===== src/rtl/rsu_pkg.sv =====
`timescale 1ns/1ps
package rsu_pkg;
    typedef enum logic {
        ENT_EMPTY   = 1'b0,
        ENT_PENDING = 1'b1
    } ent_state_e;
endpackage


===== src/rtl/rsu_bus_arbiter.sv =====
`timescale 1ns/1ps
module rsu_bus_arbiter #(
    parameter int NUM_UNITS = 4,
    parameter int SEQ_W     = 4,
    localparam int TAG_W    = $clog2(NUM_UNITS)
) (
    input  logic                       clk,
    input  logic                       rst_n,
    input  logic [NUM_UNITS-1:0]       req,
    input  logic [NUM_UNITS*SEQ_W-1:0] seq,
    output logic [NUM_UNITS-1:0]       grant,
    output logic                       win_valid,
    output logic [TAG_W-1:0]           win_idx
);
    function automatic logic is_older(input logic [SEQ_W-1:0] a, input logic [SEQ_W-1:0] b);
        logic [SEQ_W-1:0] diff;
        diff = a - b;
        return diff[SEQ_W-1];
    endfunction

    logic [SEQ_W-1:0] best_seq;

    always_comb begin
        win_valid = 1'b0;
        win_idx   = '0;
        best_seq  = '0;
        for (int i = 0; i < NUM_UNITS; i++) begin
            if (req[i]) begin
                if (!win_valid || is_older(seq[i*SEQ_W +: SEQ_W], best_seq)) begin
                    win_valid = 1'b1;
                    win_idx   = TAG_W'(i);
                    best_seq  = seq[i*SEQ_W +: SEQ_W];
                end
            end
        end
    end

    always_comb begin
        grant = '0;
        if (win_valid) grant[win_idx] = 1'b1;
    end


    grant_onehot_chk: assert property (@(posedge clk) disable iff (!rst_n) $onehot0(grant));

    grant_req_chk: assert property (@(posedge clk) disable iff (!rst_n) (grant & ~req) == '0);

    req_served_chk: assert property (@(posedge clk) disable iff (!rst_n) (|req) |-> ($countones(grant) == 1));
endmodule


===== src/rtl/rsu_status_table.sv =====
`timescale 1ns/1ps
module rsu_status_table
    import rsu_pkg::*;
#(
    parameter int NUM_REGS = 8,
    parameter int TAG_W    = 2,
    localparam int REG_W   = $clog2(NUM_REGS)
) (
    input  logic                          clk,
    input  logic                          rst_n,
    input  logic                          ren_valid,
    input  logic [REG_W-1:0]              ren_reg,
    input  logic [TAG_W-1:0]              ren_tag,
    input  logic                          bc_valid,
    input  logic [TAG_W-1:0]              bc_tag,
    output logic [NUM_REGS-1:0]           pend,
    output logic [TAG_W-1:0]              tags [NUM_REGS],
    output logic [NUM_REGS-1:0]           hit
);
    for (genvar g = 0; g < NUM_REGS; g++) begin : g_ent
        ent_state_e       st_q, st_d;
        logic [TAG_W-1:0] tag_q, tag_d;
        logic             ren_here;

        assign ren_here = ren_valid && (ren_reg == REG_W'(g));
        assign hit[g]   = (st_q == ENT_PENDING) && bc_valid && (tag_q == bc_tag);
        assign pend[g]  = (st_q == ENT_PENDING);
        assign tags[g]  = tag_q;

        always_ff @(posedge clk) begin
            if (!rst_n) begin
                st_q  <= ENT_EMPTY;
                tag_q <= '0;
            end else begin
                st_q  <= st_d;
                tag_q <= tag_d;
            end
        end

        always_comb begin
            st_d  = st_q;
            tag_d = tag_q;
            unique case (st_q)
                ENT_EMPTY: begin
                    if (ren_here) begin
                        st_d  = ENT_PENDING;
                        tag_d = ren_tag;
                    end
                end
                ENT_PENDING: begin
                    if (ren_here) begin
                        tag_d = ren_tag;
                    end else if (hit[g]) begin
                        st_d = ENT_EMPTY;
                    end
                end
                default: st_d = ENT_EMPTY;
            endcase
        end


        ren_tag_chk: assert property (@(posedge clk) disable iff (!rst_n)
            ren_here |=> (st_q == ENT_PENDING && tag_q == $past(ren_tag)));

        stale_keep_chk: assert property (@(posedge clk) disable iff (!rst_n)
            (st_q == ENT_PENDING && !ren_here && !(bc_valid && bc_tag == tag_q))
            |=> (st_q == ENT_PENDING && $stable(tag_q)));

        clear_chk: assert property (@(posedge clk) disable iff (!rst_n)
            (st_q == ENT_PENDING && bc_valid && bc_tag == tag_q && !ren_here)
            |=> (st_q == ENT_EMPTY));
    end
endmodule


===== src/rtl/rsu_reg_bank.sv =====
`timescale 1ns/1ps
module rsu_reg_bank #(
    parameter int NUM_REGS = 8,
    parameter int DATA_W   = 16,
    localparam int REG_W   = $clog2(NUM_REGS)
) (
    input  logic              clk,
    input  logic              rst_n,
    input  logic              we,
    input  logic [REG_W-1:0]  waddr,
    input  logic [DATA_W-1:0] wdata,
    input  logic [REG_W-1:0]  raddr_a,
    output logic [DATA_W-1:0] rdata_a,
    input  logic [REG_W-1:0]  raddr_b,
    output logic [DATA_W-1:0] rdata_b
);
    logic [DATA_W-1:0] mem_q [NUM_REGS];

    always_ff @(posedge clk) begin
        if (!rst_n) begin
            for (int r = 0; r < NUM_REGS; r++) mem_q[r] <= '0;
        end else if (we) begin
            mem_q[waddr] <= wdata;
        end
    end

    assign rdata_a = mem_q[raddr_a];
    assign rdata_b = mem_q[raddr_b];


    write_lands_chk: assert property (@(posedge clk) disable iff (!rst_n)
        we |=> (mem_q[$past(waddr)] == $past(wdata)));
endmodule


===== src/rtl/rename_status_unit.sv =====
`timescale 1ns/1ps
module rename_status_unit #(
    parameter int NUM_REGS  = 8,
    parameter int DATA_W    = 16,
    parameter int NUM_UNITS = 4,
    parameter int SEQ_W     = 4,
    localparam int REG_W    = $clog2(NUM_REGS),
    localparam int TAG_W    = $clog2(NUM_UNITS)
) (
    input  logic                        clk,
    input  logic                        rst_n,
    input  logic                        iss_valid,
    input  logic [REG_W-1:0]            iss_reg,
    input  logic [TAG_W-1:0]            iss_tag,
    input  logic [REG_W-1:0]            lka_reg,
    output logic                        lka_ready,
    output logic [DATA_W-1:0]           lka_value,
    output logic [TAG_W-1:0]            lka_tag,
    input  logic [REG_W-1:0]            lkb_reg,
    output logic                        lkb_ready,
    output logic [DATA_W-1:0]           lkb_value,
    output logic [TAG_W-1:0]            lkb_tag,
    input  logic [NUM_UNITS-1:0]        done_req,
    input  logic [NUM_UNITS*SEQ_W-1:0]  done_seq,
    input  logic [NUM_UNITS*DATA_W-1:0] done_data,
    output logic [NUM_UNITS-1:0]        done_grant,
    output logic                        bus_valid,
    output logic [TAG_W-1:0]            bus_tag,
    output logic [DATA_W-1:0]           bus_data,
    output logic                        rf_we,
    output logic [REG_W-1:0]            rf_waddr,
    output logic [DATA_W-1:0]           rf_wdata
);
    localparam int NUM_LOOK = 2;

    logic [NUM_REGS-1:0] pend;
    logic [NUM_REGS-1:0] hit;
    logic [TAG_W-1:0]    tags [NUM_REGS];

    rsu_bus_arbiter #(.NUM_UNITS(NUM_UNITS), .SEQ_W(SEQ_W)) u_arb (
        .clk       (clk),
        .rst_n     (rst_n),
        .req       (done_req),
        .seq       (done_seq),
        .grant     (done_grant),
        .win_valid (bus_valid),
        .win_idx   (bus_tag)
    );

    assign bus_data = done_data[bus_tag*DATA_W +: DATA_W];

    rsu_status_table #(.NUM_REGS(NUM_REGS), .TAG_W(TAG_W)) u_tbl (
        .clk       (clk),
        .rst_n     (rst_n),
        .ren_valid (iss_valid),
        .ren_reg   (iss_reg),
        .ren_tag   (iss_tag),
        .bc_valid  (bus_valid),
        .bc_tag    (bus_tag),
        .pend      (pend),
        .tags      (tags),
        .hit       (hit)
    );

    always_comb begin
        rf_waddr = '0;
        for (int r = NUM_REGS - 1; r >= 0; r--) begin
            if (hit[r]) rf_waddr = REG_W'(r);
        end
    end
    assign rf_we    = |hit;
    assign rf_wdata = bus_data;

    logic [REG_W-1:0]  lk_reg   [NUM_LOOK];
    logic [DATA_W-1:0] rf_rd    [NUM_LOOK];
    logic              lk_ready [NUM_LOOK];
    logic [DATA_W-1:0] lk_val   [NUM_LOOK];
    logic [TAG_W-1:0]  lk_tag   [NUM_LOOK];

    assign lk_reg[0] = lka_reg;
    assign lk_reg[1] = lkb_reg;

    rsu_reg_bank #(.NUM_REGS(NUM_REGS), .DATA_W(DATA_W)) u_bank (
        .clk     (clk),
        .rst_n   (rst_n),
        .we      (rf_we),
        .waddr   (rf_waddr),
        .wdata   (rf_wdata),
        .raddr_a (lk_reg[0]),
        .rdata_a (rf_rd[0]),
        .raddr_b (lk_reg[1]),
        .rdata_b (rf_rd[1])
    );

    for (genvar p = 0; p < NUM_LOOK; p++) begin : g_look
        always_comb begin
            if (!pend[lk_reg[p]]) begin
                lk_ready[p] = 1'b1;
                lk_val[p]   = rf_rd[p];
                lk_tag[p]   = '0;
            end else if (hit[lk_reg[p]]) begin
                lk_ready[p] = 1'b1;
                lk_val[p]   = bus_data;
                lk_tag[p]   = tags[lk_reg[p]];
            end else begin
                lk_ready[p] = 1'b0;
                lk_val[p]   = '0;
                lk_tag[p]   = tags[lk_reg[p]];
            end
        end
    end

    assign lka_ready = lk_ready[0];
    assign lka_value = lk_val[0];
    assign lka_tag   = lk_tag[0];
    assign lkb_ready = lk_ready[1];
    assign lkb_value = lk_val[1];
    assign lkb_tag   = lk_tag[1];


    idle_bus_chk: assert property (@(posedge clk) disable iff (!rst_n)
        !(|done_req) |-> (!bus_valid && !rf_we));

    write_needs_bus_chk: assert property (@(posedge clk) disable iff (!rst_n)
        rf_we |-> bus_valid);
endmodule


===== config.mk =====
export PLATFORM = sky130hd
export DESIGN_NAME = rename_status_unit
export DESIGN_NICKNAME = d
export VERILOG_FILES = /design/src/rtl/rsu_pkg.sv /design/src/rtl/rsu_bus_arbiter.sv /design/src/rtl/rsu_status_table.sv /design/src/rtl/rsu_reg_bank.sv /design/src/rtl/rename_status_unit.sv
export SDC_FILE = /design/constraint.sdc
export NUM_CORES = 1
export LEC_CHECK = 0
export ABC_CLOCK_PERIOD_IN_PS = 8750
export BUFFER_PORTS_ARGS = -buffer_cell sky130_fd_sc_hd__buf_2
export CORE_AREA = 2 2 103 180
export CTS_CLUSTER_SIZE = 12
export DETAILED_ROUTE_END_ITERATION = 8
export DIE_AREA = 0 0 105 182
export PLACE_DENSITY = 0.9
export SETUP_SLACK_MARGIN = 0.02
export SYNTH_ARGS = -nofsm -noshare
export SYNTH_HDL_FRONTEND = slang
export SYNTH_SLANG_ARGS = --single-unit

===== constraint.sdc =====
create_clock -name clk -period 8.75 [get_ports clk]
set_input_delay 0.4375 -clock clk [delete_from_list [all_inputs] [get_ports clk]]
set_output_delay 0.4375 -clock clk [all_outputs]
set_load 0.1 [all_outputs]

==> reports/qor.yml, run 1 <==
layout.cells.non_filler: 1274
rsz0062_at_grt: "no"
vias: 8641
io_pins: 179
final-setup-viol-count: 0
tightest_slew_ns: 1.13
power_mw: 2.81
tritoncts: "built"
fp-row-count: 65
antenna_found_initial: 0
viasPerCell: 6.78
cts_root_buf: "clkbuf_16"
cts_buffers: 17
syn_avg_cell_area_um2: 11.2
first_pass_iters: 6
clock_latency_ns: 0.43
ys.flop_type: "edfxtp_1"
fin_skew_ns: 0.0160
finalWeightedCongestion: 0.957
ys_seq_area_share_pct: 43.5
fin_crit_sh_pct: 94.1
ys_ff_latch: 152
status: "finished, final reports clean"
core_area_mm2: 0.0177
fp.dieH_um: 182
synth_edf_count: 128
drtIter0Drc: 1111
num_antenna_cells: 0
ir_worst_vdd_mv: 0.177
cpPeakStageDelay_ns: 0.62
final_core_util_pct: 67.7
fin_area_mm2: 0.0120
crit_slowest_cell: "o311ai_2"
setup_ws_ns: 0.518
slew_headroom_pct: 24.4
worstPathRequired_ns: 8.31
hpwl_mm: 22.0
drv_slew: 0
areaGrowthSynthToFinish_pct: 20.8
synth_top_area_share_pct: 38.7
cts_buffer_depth: 2
netSwitchingFraction_pct: 46.6
die_area_mm2: 0.0191
clkPwrFrac_pct: 23.0
hold_class: "in -> reg"
ys_warn_count: 0
p_switching_mw: 1.31
drc: 0
place_area_mm2: 0.0115
grt_usage_pct: 33.4
async_reset_ff_share_pct: 0
cp-end-kind: "primary output"
initial_core_util_pct: 56.0
hold_violations: 0
grt_pass1_vias: 8709
h-tree-depth: 4
cpMostUsedCell: "a21oi_1"
grt_pass1_wl_mm: 48.3
wirelength_mm: 31.7
placed_cells: 1242
grt_start_max_net_pins: 44
syn-cell-area_mm2: 0.00994
p_per_area_mw_per_mm2: 234
globalRouteOverflowTotal: 0
syn_nets: 993
die_w_um: 105
arrival_ns: 7.79
synthTopCellsByArea: "edfxtp_1 39%, mux4_2 17%, nor2_1 6.9%, mux2i_1 5.8%, dfxtp_1 4.8%"
yosysTopAreaCell: "edfxtp_1"
fin_crit_ns: 8.23
synth_cell_types: 76
synth_common_cells: "183 x nor2_1, 128 x edfxtp_1, 76 x mux4_2"
fmax_mhz: 121
dp_slack_ns: 0.434
fin_nets: 1131
yosysMostFrequentCell: "nor2_1"
drive_gt1_share_pct: 36.3
p_int_mw: 1.50
clkTransAtPathRegs_ns: 0.06
combPwrFrac_pct: 47.2
wl_per_cell_um: 24.9
p_leak_nw: 4.82
seq_power_share_pct: 29.7
drv_cap: 0
worst-path-max-fanout: 43
critPathKind: "in -> out"
cts_sinks: 152
port_buffers: 178
synth_cells: 889
antenna_left: 0
holdBufCountCts: 0
cp-start-kind: "input pin"
[cell families (layout without fill, tap and decap cells)]
family	after synthesis	in the layout	share of synthesized area (%)
compound gates	143	143	10.7
flops	152	152	43.5
fa+ha+maj	6	6	0.755
xor+xnor	5	5	0.441
mux	138	138	23.5
buf+inv	118	269	5.59
simple gates	327	327	15.4
[worst max-delay path, delay by kind of cell]
kind | cells | cell delay [ns]
compound gates | 15 | 3.86
simple gates | 8 | 1.52
buf+inv | 4 | 1.05
fa+ha+maj | 3 | 0.89
[metrics by stage]
stage          setup TNS, ns  hold slack (ns)
5_1_grt                    0            0.398
3_5_place_dp               0            0.502
4_1_cts                    0            0.375
3_3_place_gp               0            0.480
2_1_floorplan          -1.26            0.457
6_report                   0            0.375
[placed cells by master (no fill, tap or decap), drive strengths merged, types with 13 or more instances in the layout]
master,n
a221oi,17
nor3,13
nor2,192
dfxtp,24
a21oi,37
o21ai,13
o22ai,35
buf,209
inv,28
clkbuf,20
mux4,76
mux2i,58
nand2,39
edfxtp,128
and3,19
[power groups by stage]
stage	Combinational (mW)	Clock (mW)	Sequential, mW
after detailed placement	1.31	0	0.848
after CTS	1.32	0.648	0.833
final	1.33	0.647	0.835
after floorplan	1.01	0	0.838
after global placement	1.30	0	0.843
after global routing	1.37	0.678	0.836
[state kept, by name, summed over array words and instances (netlist names)]
signal,cells
u_tbl.g_ent.st_q,8
u_tbl.g_ent.tag_q,16
u_bank.mem_q,128
[repair_timing]
action,4_1_cts,5_1_grt
hold endpoints to repair,0,0
gates resized for setup,0,1
setup buffers,0,0
setup endpoints to repair,0,23
[area by class of cell]
class                      count  area (um2)
fill                        1264        5720
multi-input combinational    619        5250
sequential                   152        4320
timing repair buffer         209        1510
clock buffer                  20         437
tap                          234         293
inverter                      28         108
clock inverter                12        80.1
[routing by layer]
metal | vias to the layer above | share of wire [%] | global-route usage, % | routed length (um)
li1 | 3645 | - | - | -
met1 | 4128 | 31 | 37.1 | 9930
met2 | 695 | 51 | 57.3 | 16300
met3 | 173 | 10 | 7.04 | 3220
met4 | 0 | 7.1 | 21.7 | 2260
met5 | - | 0 | 0.529 | 0
[path summary, 6_finish.rpt]
| path | startpoint | to | slack [ns] | depth (start not counted) |
|---|---|---|---|---|
| worst max-delay path | done_req[0] | lka_ready | 0.52 | 30 |
| worst min-delay path | iss_tag[0] | u_tbl.g_ent[6].tag_q[0]$_SDFFE_PN0P_ | 0.37 | 3 |
| worst max register to register | u_tbl.g_ent[0].tag_q[1]$_SDFFE_PN0P_ | u_bank.mem_q[6][9]$_SDFFCE_PN0P_ | 5.25 | 7 |
| worst min register to register | u_tbl.g_ent[5].st_q$_SDFF_PN0_ | u_tbl.g_ent[5].st_q$_SDFF_PN0_ | 0.50 | 2 |
(Power assumes the default switching activity.)
==> run 2: changes to the inputs <==
- CORE_AREA: 2 2 103 180 -> 2 2 105 183
- DIE_AREA: 0 0 105 182 -> 0 0 107 185
- PLACE_DENSITY: 0.9 -> 0.91
- SYNTH_HIERARCHICAL: default -> 1
==> reports/qor.yml, run 2 <==
setup_ws_ns: 0.573  # was 0.518 ns
ys_ff_latch: 152  # unchanged
place_area_mm2: 0.0117  # was 0.0115 mm2
antenna_left: 0  # unchanged
final_cell_mix: "143 x buf_2, 134 x nor3_1, 128 x edfxtp_1"  # was 183 x nor2_1, 152 x buf_2, 128 x edfxtp_1
synth_cell_types: 71  # was 76
grt_start_max_net_pins: 68  # was 44
synth_edf_count: 128  # unchanged
syn-cell-area_mm2: 0.0105  # was 0.00994 mm2
antenna_found_initial: 0  # unchanged
reg.largest.list: "u_bank/mem_q: 128 flops, u_tbl/g_ent.tag_q: 16 flops, u_tbl/g_ent.st_q: 8 flops"  # was u_bank.mem_q: 128 flops, u_tbl.g_ent.tag_q: 16 flops, u_tbl.g_ent.st_q: 8 flops
fin_crit_ns: 8.18  # was 8.23 ns
vias: 8335  # was 8641
first_pass_iters: 6  # unchanged
placed_cells: 1138  # was 1242
worst-path-stages: 32  # was 30
io_pins: 179  # unchanged
p_per_area_mw_per_mm2: 235  # was 234 mW/mm2
yosysTopAreaCell: "edfxtp_1"  # unchanged
fin_area_mm2: 0.0123  # was 0.0120 mm2
worst-path-max-fanout: 12  # was 43
cpPeakStageDelay_ns: 0.57  # was 0.62 ns
grt_pass1_wl_mm: 47.6  # was 48.3 mm
slew_headroom_pct: 17.9  # was 24.4%
globalRouteOverflowTotal: 0  # unchanged
viasPerCell: 7.12  # was 6.78
drv_slew: 0  # unchanged
dp_slack_ns: 0.355  # was 0.434 ns
wl_per_cell_um: 27.7  # was 24.9 um
h-tree-depth: 4  # unchanged
areaGrowthSynthToFinish_pct: 17.3  # was 20.8%
yosysMostFrequentCell: "nor3_1"  # was nor2_1
p_int_mw: 1.51  # was 1.50 mW
worstPathRequired_ns: 8.31  # about the same
synth_top_area_share_pct: 36.7  # was 38.7%
crit_buf_inv: 2  # was 4
startpoint: "done_req[0]"  # unchanged
core_area_mm2: 0.0184  # was 0.0177 mm2
die_w_um: 107  # was 105 um
ys_seq_area_share_pct: 41.3  # was 43.5%
syn_nets: 909  # was 993
seq_power_share_pct: 28.8  # was 29.7%
hold_class: "in -> reg"  # unchanged
cp-start-kind: "input pin"  # unchanged
cts_sinks: 152  # unchanged
cts_buffers: 17  # unchanged
die_area_mm2: 0.0198  # was 0.0191 mm2
drc: 0  # unchanged
hold_violations: 0  # unchanged
largest_register_ffs: 128  # unchanged
netSwitchingFraction_pct: 47.8  # was 46.6%
regMostFlops: "u_bank/mem_q"  # was u_bank.mem_q
fin_skew_ns: 0.0104  # was 0.0160 ns
drive_gt1_share_pct: 35.3  # was 36.3%
wirelength_mm: 32.5  # was 31.7 mm
fin_nets: 1024  # was 1131
p_switching_mw: 1.38  # was 1.31 mW
clock_latency_ns: 0.42  # was 0.43 ns
ys.flop_type: "edfxtp_1"  # unchanged
grt_usage_pct: 32.4  # was 33.4%
crit_family: "compound AO/OA/AOI/OAI gates"  # unchanged
cts_root_buf: "clkbuf_16"  # unchanged
ys_warn_count: 6  # was 0
synthTopCellsByArea: "edfxtp_1 37%, mux4_1 18%, nor3_1 6.4%, mux4_2 5.6%, dfxtp_1 4.6%"  # was edfxtp_1 39%, mux4_2 17%, nor2_1 6.9%, mux2i_1 5.8%, dfxtp_1 4.8%
worstSetupEndpoint: "lkb_value[8]"  # was lka_ready
cp-end-kind: "primary output"  # unchanged
status: "finished, final reports clean"  # unchanged
critPathKind: "in -> out"  # unchanged
tritoncts: "built"  # unchanged
arrival_ns: 7.74  # was 7.79 ns
p_leak_nw: 4.80  # was 4.82 nW
grt_pass1_vias: 8259  # was 8709
finalWeightedCongestion: 0.946  # was 0.957
port_buffers: 178  # unchanged
power_mw: 2.89  # was 2.81 mW
final-setup-viol-count: 0  # unchanged
reg2reg_from: "u_tbl/g_ent[4].tag_q[1]$_SDFFE_PN0P_"  # was u_tbl.g_ent[0].tag_q[1]$_SDFFE_PN0P_
rsz0062_at_grt: "no"  # unchanged
syn_avg_cell_area_um2: 13.0  # was 11.2 um2
async_reset_ff_share_pct: 0  # unchanged
fin_crit_sh_pct: 93.4  # was 94.1%
layout.cells.non_filler: 1171  # was 1274
num_antenna_cells: 0  # unchanged
fmax_mhz: 122  # was 121 MHz
tightest_slew_ns: 1.23  # was 1.13 ns
fp.dieH_um: 185  # was 182 um
initial_core_util_pct: 56.9  # was 56.0%
clkPwrFrac_pct: 24.3  # was 23.0%
cpMostUsedCell: "nand2_1"  # was a21oi_1
cts_buffer_depth: 2  # unchanged
drv_cap: 0  # unchanged
combPwrFrac_pct: 46.9  # was 47.2%
reg2reg_depth: 8  # was 7
synth_cells: 805  # was 889
clkTransAtPathRegs_ns: 0.07  # was 0.06 ns
holdPathStages: 3  # unchanged
layout_commonest_cell: "buf_2"  # was nor2_1
crit_slowest_cell: "nor2_2"  # was o311ai_2
r2r_slack_ns: 5.45  # was 5.25 ns
fp-row-count: 66  # was 65
synth_common_cells: "135 x nor3_1, 128 x edfxtp_1, 70 x mux4_1"  # was 183 x nor2_1, 128 x edfxtp_1, 76 x mux4_2
r2r-end: "u_bank/mem_q[1][1]$_SDFFCE_PN0P_"  # was u_bank.mem_q[6][9]$_SDFFCE_PN0P_
ir_worst_vdd_mv: 0.227  # was 0.177 mV
hpwl_mm: 21.5  # was 22.0 mm
drtIter0Drc: 1108  # was 1111
run 2: changes by cell type after synthesis, sizes merged, moves of 31 or more:
cell	previous run	this run
a22o	0	32
buf	31	71
mux2	4	35
mux2i	58	20
nor2	192	32
nor3	13	136
o22ai	35	1
run 2: area by class of cell:
cell class                      instances  area (um2)
Clock inverter                         15         135
Fill cell                            1228        6120
Inverter                               25        93.8
Clock buffer                           17         425
Multi-Input combinational cell        527        5460
Sequential cell                       152        4320
Tap cell                              238         298
Timing Repair Buffer                  197        1560
run 2: power by group through the flow:
stage	Combinational [mW]	Clock, mW	Sequential [mW]
floorplan	1.07	0	0.837
global placement	1.31	0	0.840
detailed placement	1.33	0	0.846
CTS	1.34	0.703	0.831
global route	1.39	0.730	0.834
finish	1.36	0.703	0.833
run 2: routing by layer:
metal / vias up / GRT usage [%] / share of wire [%]
met3: 178 / 8.34 / 11
met2: 691 / 55.7 / 51
met1: 4006 / 35.4 / 31
li1: 3460 / - / -
met5: - / 0 / 0
met4: 0 / 20.4 / 6.8
run 2: metrics by stage:
step / hold slack [ns] / TNS, ns / util [%]
detailed placement: 0.491 / 0 / 63.5
global route: 0.345 / 0 / 66.8
CTS: 0.330 / 0 / 66.6
global placement: 0.483 / 0 / 63.5
floorplan: 0.462 / -4.50 / -
finish: 0.339 / 0 / 66.8
run 2: how the worst min path moves through the flow:
stage	startpoint	to	slack (ns)
after global routing	iss_tag[0]	u_tbl/g_ent[6].tag_q[0]$_SDFFE_PN0P_	0.34
after CTS	iss_tag[1]	u_tbl/g_ent[6].tag_q[1]$_SDFFE_PN0P_	0.33
final	iss_tag[1]	u_tbl/g_ent[6].tag_q[1]$_SDFFE_PN0P_	0.34
after floorplan	u_tbl/g_ent[3].st_q$_SDFF_PN0_	u_tbl/g_ent[3].st_q$_SDFF_PN0_	0.46
after global placement	u_tbl/g_ent[6].tag_q[1]$_SDFFE_PN0P_	u_tbl/g_ent[6].tag_q[1]$_SDFFE_PN0P_	0.48
after detailed placement	u_tbl/g_ent[6].tag_q[1]$_SDFFE_PN0P_	u_tbl/g_ent[6].tag_q[1]$_SDFFE_PN0P_	0.49
run 2: cells by family (layout without fill, tap and decap cells):
family,count (synthesis),in the layout,synth area share (%)
flip-flops,152,152,41.3
buffers and inverters,127,254,7.41
AND/OR/NAND/NOR,250,251,12.8
adder cells (fa/ha/maj),6,6,0.716
XOR/XNOR,22,22,1.91
multiplexers,151,151,29.0
AO/OA/AOI/OAI,97,97,6.90
run 2: worst min-delay path, delay by kind of cell:
| family | cells | cell delay (ns) |
|---|---|---|
| AOI/OAI and AO/OA | 1 | 0.05 |
| buffers and inverters | 1 | 0.15 |
| and+or+nand+nor | 1 | 0.07 |
run 2: what timing repair did:
action	CTS	global route
hold buffers	0	0
gates resized for setup	0	5
buffers inserted	0	0
setup endpoints to repair	0	32
